[config.mk]
export PLATFORM = sky130hd
export DESIGN_NAME = wake_ctrl
export DESIGN_NICKNAME = d
export VERILOG_FILES = /design/src/rtl/wake_ctrl_pkg.sv /design/src/rtl/wake_irq_latch.sv /design/src/rtl/wake_seq.sv /design/src/rtl/wake_ctrl.sv
export SDC_FILE = /design/constraint.sdc
export NUM_CORES = 1
export LEC_CHECK = 0
export BUFFER_PORTS_ARGS = -buffer_cell sky130_fd_sc_hd__buf_2
export CORE_UTILIZATION = 48
export CTS_CLUSTER_DIAMETER = 120
export DETAILED_ROUTE_END_ITERATION = 16
export PLACE_DENSITY = 0.76
export SETUP_SLACK_MARGIN = 0.2
export SYNTH_ARGS = -nofsm -noshare
export SYNTH_HDL_FRONTEND = slang
export SYNTH_HIERARCHICAL = 1
export SYNTH_SLANG_ARGS = --single-unit
[constraint.sdc]
create_clock -name clk_aon -period 1.7 [get_ports clk_aon]
set_input_delay 0.34 -clock clk_aon [delete_from_list [all_inputs] [get_ports clk_aon]]
set_output_delay 0.34 -clock clk_aon [all_outputs]
set_load 0.01 [all_outputs]
[src/rtl/wake_ctrl_pkg.sv]
package wake_ctrl_pkg;
   typedef enum logic [2:0] {
      ST_RUN     = 3'd0,
      ST_MCAP    = 3'd1,
      ST_CSTOP   = 3'd2,
      ST_PDREQ   = 3'd3,
      ST_PDOWN   = 3'd4,
      ST_PUREQ   = 3'd5,
      ST_RESTORE = 3'd6,
      ST_WHOLD   = 3'd7
   } wake_st_e;
endpackage

[src/rtl/wake_irq_latch.sv]
module wake_irq_latch #(
   parameter int NUM_IRQ = 8
) (
   input  logic               clk,
   input  logic               rst_n,
   input  logic [NUM_IRQ-1:0] irq_i,
   input  logic               ld_i,
   input  logic [NUM_IRQ-1:0] ld_data_i,
   input  logic               ld_ok_i,
   input  logic               collect_i,
   input  logic               clear_i,
   input  logic               show_i,
   output logic               hit_o,
   output logic [NUM_IRQ-1:0] reason_o
);
   logic [NUM_IRQ-1:0] mask_q;
   logic [NUM_IRQ-1:0] pend_q;
   logic [NUM_IRQ-1:0] live;

   assign live = irq_i & mask_q;

   always_ff @(posedge clk or negedge rst_n) begin
      if (!rst_n) begin
         mask_q <= '0;
      end else if (ld_i && ld_ok_i) begin
         mask_q <= ld_data_i;
      end
   end

   always_ff @(posedge clk or negedge rst_n) begin
      if (!rst_n) begin
         pend_q <= '0;
      end else if (clear_i) begin
         pend_q <= '0;
      end else if (collect_i) begin
         pend_q <= pend_q | live;
      end
   end

   assign hit_o    = |(pend_q | live);
   assign reason_o = show_i ? pend_q : '0;


   mask_hold_chk: assert property (@(posedge clk) disable iff (!rst_n)
      !(ld_i && ld_ok_i) |=> $stable(mask_q));


   reason_show_chk: assert property (@(posedge clk) disable iff (!rst_n)
      (reason_o != '0) |-> show_i);
endmodule

[src/rtl/wake_seq.sv]
module wake_seq
   import wake_ctrl_pkg::*;
#(
   parameter bit PWRDN_EN = 1'b1
) (
   input  logic     clk,
   input  logic     rst_n,
   input  logic     sleep_i,
   input  logic     dbg_i,
   input  logic     hit_i,
   input  logic     dn_ack_i,
   input  logic     up_ack_i,
   input  logic     hold_i,
   output wake_st_e state_o,
   output logic     clk_en_o,
   output logic     release_o,
   output logic     dn_req_o,
   output logic     up_req_o,
   output logic     save_o,
   output logic     restore_o
);
   wake_st_e st_q, st_d;
   logic     pd_ok;
   logic     save_q, restore_q;

   assign pd_ok = PWRDN_EN & ~dbg_i;

   always_comb begin
      st_d = st_q;
      unique case (st_q)
         ST_RUN:     if (sleep_i) st_d = ST_MCAP;
         ST_MCAP:    st_d = hit_i ? ST_WHOLD : ST_CSTOP;
         ST_CSTOP: begin
            if (hit_i)      st_d = ST_WHOLD;
            else if (pd_ok) st_d = ST_PDREQ;
         end
         ST_PDREQ: begin
            if (dn_ack_i)   st_d = ST_PDOWN;
            else if (hit_i) st_d = ST_WHOLD;
         end
         ST_PDOWN:   if (hit_i && !dn_ack_i) st_d = ST_PUREQ;
         ST_PUREQ:   if (up_ack_i)  st_d = ST_RESTORE;
         ST_RESTORE: if (!up_ack_i) st_d = ST_WHOLD;
         ST_WHOLD:   if (!hold_i)   st_d = ST_RUN;
         default:    st_d = ST_RUN;
      endcase
   end

   always_ff @(posedge clk or negedge rst_n) begin
      if (!rst_n) begin
         st_q      <= ST_RUN;
         save_q    <= 1'b0;
         restore_q <= 1'b0;
      end else begin
         st_q      <= st_d;
         save_q    <= (st_q == ST_CSTOP) && (st_d == ST_PDREQ);
         restore_q <= (st_q == ST_PUREQ) && (st_d == ST_RESTORE);
      end
   end

   assign state_o   = st_q;
   assign clk_en_o  = (st_q == ST_RUN) || (st_q == ST_MCAP) || (st_q == ST_WHOLD);
   assign release_o = (st_q == ST_RUN);
   assign dn_req_o  = (st_q == ST_PDREQ);
   assign up_req_o  = (st_q == ST_PUREQ);
   assign save_o    = save_q;
   assign restore_o = restore_q;

   generate
      if (!PWRDN_EN) begin : g_clkstop_only

         always_comb begin
            if (rst_n) begin
               nopd_quiet_chk: assert (!(dn_req_o || up_req_o || save_o || restore_o));
            end
         end
      end
   endgenerate


   always_comb begin
      if (rst_n) begin
         release_clk_chk: assert (!release_o || clk_en_o);
      end
   end


   dn_req_keep_chk: assert property (@(posedge clk) disable iff (!rst_n)
      (dn_req_o && !dn_ack_i && !hit_i) |=> dn_req_o);


   restore_order_chk: assert property (@(posedge clk) disable iff (!rst_n)
      $rose(restore_o) |-> ($past(up_req_o) && !up_req_o));


   release_hold_chk: assert property (@(posedge clk) disable iff (!rst_n)
      $rose(release_o) |-> $past(!hold_i));


   dbg_no_pd_chk: assert property (@(posedge clk) disable iff (!rst_n)
      (dbg_i && !dn_req_o) |=> !dn_req_o);
endmodule

[src/rtl/wake_ctrl.sv]
module wake_ctrl
   import wake_ctrl_pkg::*;
#(
   parameter int NUM_IRQ  = 8,
   parameter bit PWRDN_EN = 1'b1
) (
   input  logic               clk_aon,
   input  logic               rst_n,
   input  logic [NUM_IRQ-1:0] irq_i,
   input  logic               mask_ld_i,
   input  logic [NUM_IRQ-1:0] mask_i,
   input  logic               deep_sleep_i,
   input  logic               dbg_conn_i,
   output logic               pd_req_o,
   input  logic               pd_ack_i,
   output logic               pu_req_o,
   input  logic               pu_ack_i,
   output logic               ret_save_o,
   output logic               ret_restore_o,
   input  logic               pmu_hold_i,
   output logic               core_clk_en_o,
   output logic               core_release_o,
   output logic [NUM_IRQ-1:0] wake_reason_o
);
   generate
      if (NUM_IRQ < 1 || NUM_IRQ > 1024) begin : g_bad_width
         $error("wake_ctrl: NUM_IRQ out of range");
      end
   endgenerate

   wake_st_e st;
   logic     hit;
   logic     running;

   assign running = (st == ST_RUN);

   wake_irq_latch #(.NUM_IRQ(NUM_IRQ)) u_latch (
      .clk       (clk_aon),
      .rst_n     (rst_n),
      .irq_i     (irq_i),
      .ld_i      (mask_ld_i),
      .ld_data_i (mask_i),
      .ld_ok_i   (running || (st == ST_MCAP)),
      .collect_i (!running),
      .clear_i   (running && deep_sleep_i),
      .show_i    (running),
      .hit_o     (hit),
      .reason_o  (wake_reason_o)
   );

   wake_seq #(.PWRDN_EN(PWRDN_EN)) u_seq (
      .clk       (clk_aon),
      .rst_n     (rst_n),
      .sleep_i   (deep_sleep_i),
      .dbg_i     (dbg_conn_i),
      .hit_i     (hit),
      .dn_ack_i  (pd_ack_i),
      .up_ack_i  (pu_ack_i),
      .hold_i    (pmu_hold_i),
      .state_o   (st),
      .clk_en_o  (core_clk_en_o),
      .release_o (core_release_o),
      .dn_req_o  (pd_req_o),
      .up_req_o  (pu_req_o),
      .save_o    (ret_save_o),
      .restore_o (ret_restore_o)
   );


   abort_path_chk: assert property (@(posedge clk_aon) disable iff (!rst_n)
      (st == ST_MCAP && hit) |=> (core_clk_en_o && !core_release_o && !pd_req_o));
endmodule

==> results.txt <==
After detailed routing, the met3 layer carries 190 µm of wire. The number of max-slew violations in the final report was 0; the combined global-route utilization of all metal layers was 22.5%. The final reports fail on setup timing.

Routability-driven placement finished with a final weighted congestion of 0.798. In this run, the number of DRC markers left after iteration 0 of detailed routing was 41. Summing the areas of all compound-gate instances in the mapped netlist gives 15.8% of the synthesized area.

The portion of netlist area occupied by mux cells is 8.61%. In this run the worst setup path begins at u_seq/state_o[2]. The tools report the count of inserted antenna diode cells as 0. Clock skew on the completed layout was measured at 0.0118 ns. The number of rows in the core area was 16; the highest clock rate was 0.562 GHz. After detailed routing, the wire length on met1 is 1.28 mm. Setup repair after global routing could not meet its margin everywhere. The number of vias per cell was 5.73; the sequential-to-total area share from yosys stat was 50.2%. TritonCTS built the clock tree. The delay of the slowest cell on the worst path is 0.45 ns.

The hold violation total from the final report was 0; the total routed wirelength was 3.04 mm. After synthesis, the largest family of logic cells by area is simple AND/OR/NAND/NOR gates. At the worst endpoint, the arrival time is 1.44 ns. After global routing the overflow that remains totals 0. The logs give 0.05 ns for the worst reg-to-reg setup slack and 4.05 mm for the first-pass GRT wire length.

The core area is 0.00200 mm², and the buffer depth of the longest clock path is 2. The number of antenna violations at the first check in global routing is 0, and the number of nets with antenna violations after routing is 0. Met2 routed wirelength: 1.55 mm. The startpoint-to-endpoint class of the critical path was flop to primary output. The setup violation total in the final timing report was 1; the XOR/XNOR share of the synthesized area was 0%.

The synthesis-stage register bit count was 21; the final cycle utilization of the critical path was 105%. The number of port buffers is 37. The run finished, with violations left. Dividing total power by cell area gives a power density of 1620 mW/mm². In this run the vertical extent of the chip is 48.7 µm. In the synthesized netlist the async set-or-reset flop fraction comes to 100%.

The startpoint identified for the worst hold timing path is dbg_conn_i. Clock-pin slew was measured on the worst setup and hold paths at 0.11 ns. The most common cell after layout, fill and taps aside was buf_2.

Dividing the detail-routed wire length by the instance count gives 16.3 µm. The number of remaining DRC errors is 0. The latest clock arrival within the worst-skew pair was 0.30 ns; the die outline width was 48.7 µm. The element type at the critical path end is a primary output. The critical register-to-register path startpoint was u_latch/pend_q[1].

The adder-cell area share of the yosys netlist is 0%. Tightest slew margin relative to the limit: 70.1%. The effective utilization at floorplan is 52.2%, and the synthesized area divided by synthesized cell count is 10.2 µm². IR analysis of the VDD net gives a maximum drop of 1.12 mV. Via count of the first global-routing pass: 898.

The filler cell count was 106. The maximum fanout encountered on the critical timing path came out at 7. The path class of the tightest hold or removal check is input port to flop. Before antenna repair, the detailed router went through 4 iterations. Of the cells placed in the final design, the portion with a size suffix greater than 1 is 60.6%. The cell sitting at the root of the clock tree is a clkbuf_4. Summed over all cells, the static leakage comes to 0.738 nW. For the overall power consumption, the log shows 2.62 mW. For the post-route setup TNS, the log shows -0.0789 ns. The critical path goes through buf_4 -> buf_6 -> nand2b_4 -> nor2_1 -> buf_2. The number of enable flip-flop cells after synthesis works out to 0. The startpoint class of the critical path was a flop.

Transition time of the tightest slew-check pin: 0.449 ns. The number of placed I/O pins is 38. The slowest library cell on the worst path is dfrtp_2. The tools report the setup slack of the critical path after layout as -0.0789 ns. At the worst endpoint, the required time is 1.36 ns. The die covers 0.00237 mm². In this run the cell area of the synthesized design comes to 0.00105 mm². Buffers inserted during clock tree synthesis total 3. Counting every net in the synthesized netlist gives 127. For the max-capacitance violation count, the log shows 0.

The post-layout net count is 185. The number of warning messages in the yosys log was 6. The top cell types in the final layout, fill and taps aside, are buf_2 (30), dfrtp_1 (20), buf_4 (17). Final hold analysis gives a worst-case slack of 0.216 ns. Compared with the post-synthesis result, the final layout area differs by 54.7%.

The logs give 30 for the number of distinct library cell variants in the gate-level netlist after synthesis and 22 for the largest net degree at the start of global routing. The number of levels in the clock H-tree came out at 1. The wire-length estimate of the detail-placed layout is 1.66 mm. CTS saw 21 sinks.

For the finished layout, the period the worst path requires is 1.78 ns. The top metal layer carrying routed signals is met4. For the post-synthesis cell count, the log shows 103.

Among all flip-flop cells after synthesis, the most frequent one is dfrtp_1. For this block, the via count after detailed routing is 1,071. The simple-gate share of the synthesized area works out to 20.9%.
repair_timing:
action                                  4_1_cts  5_1_grt
buffers inserted                              8        6
endpoints found under the setup margin       14       31
pin swaps                                     3       10
gates resized for setup                       8       32
hold endpoints to repair                     21        0
hold buffers                                  1        0
path summary, 6_finish.rpt:
path	cells past startpoint	to
max	5	pd_req_o
min	2	u_seq/save_o
max reg2reg	6	u_seq/state_o[2]
min reg2reg	2	u_latch/pend_q[5]
max in group asynchronous	2	u_seq/state_o[2]
min in group asynchronous	2	u_latch/pend_q[0]
stage by stage:
step	utilization, %	setup WS (ns)	area [µm²]	std cells
after CTS	70.3	0.0475	1410	181
final	80.8	-0.0789	1620	187
after floorplan	-	0.305	1050	103
after global placement	63.7	0.219	1270	168
after detailed placement	63.7	0.153	1270	168
after global routing	80.8	-0.121	1620	187
registers in the layout (all words and copies together), names as in the netlist:
name             flops
u_latch/mask_q       8
u_latch/pend_q       8
u_seq/state_o        3
u_seq/restore_o      1
u_seq/save_o         1
critical path: cells and delay by family (launching register included):
kind	cells	cell delay (ns)
AND/OR/NAND/NOR	2	0.26
buffers and inverters	3	0.43
flip-flops	1	0.45
per-layer routing:
layer / vias to the layer above / track usage [%]
li1: 494 / -
met1: 521 / 32.4
met2: 51 / 33.6
met3: 5 / 4.09
met4: 0 / 8.82
met5: - / 0
synth_stat cells (2+ instances only):
| master | n | area share (%) |
|---|---|---|
| a21oi_1 | 6 | 2.9 |
| a22oi_1 | 4 | 2.9 |
| a31oi_1 | 9 | 5.4 |
| and2_1 | 7 | 4.2 |
| buf_4 | 2 | 1.4 |
| dfrtp_1 | 21 | 50 |
| inv_1 | 3 | 1.1 |
| mux2_2 | 8 | 8.6 |
| nand2_1 | 5 | 1.8 |
| nand3_1 | 2 | 0.96 |
| nor2_1 | 11 | 3.9 |
| nor3_1 | 3 | 1.4 |
| nor4_1 | 4 | 2.4 |
| o21ai_0 | 2 | 0.96 |
cell families after synthesis:
group                  Yosys count
multiplexers                     8
flip-flops                      21
AND/OR/NAND/NOR                 40
AO/OA/AOI/OAI                   26
buffers and inverters            8
where the power goes:
group	total, mW	switching [mW]	leakage (nW)	internal [mW]
clock	0.238	0.151	0.0177	0.0877
sequential	0.969	0.237	0.232	0.732
combinational	1.41	0.680	0.488	0.730
total	2.62	1.07	0.738	1.55
cell type report:
| type | count | area [µm²] | area share (%) |
|---|---|---|---|
| Clock buffer | 3 | 22.5 | 1.39 |
| Tap cell | 27 | 33.8 | 2.09 |
| Clock inverter | 1 | 5.00 | 0.309 |
| Multi-Input combinational cell | 74 | 618 | 38.2 |
| Timing Repair Buffer | 58 | 400 | 24.7 |
| Inverter | 3 | 11.3 | 0.696 |
| Sequential cell | 21 | 527 | 32.6 |
No activity file was read; power rests on OpenSTA's default activity.
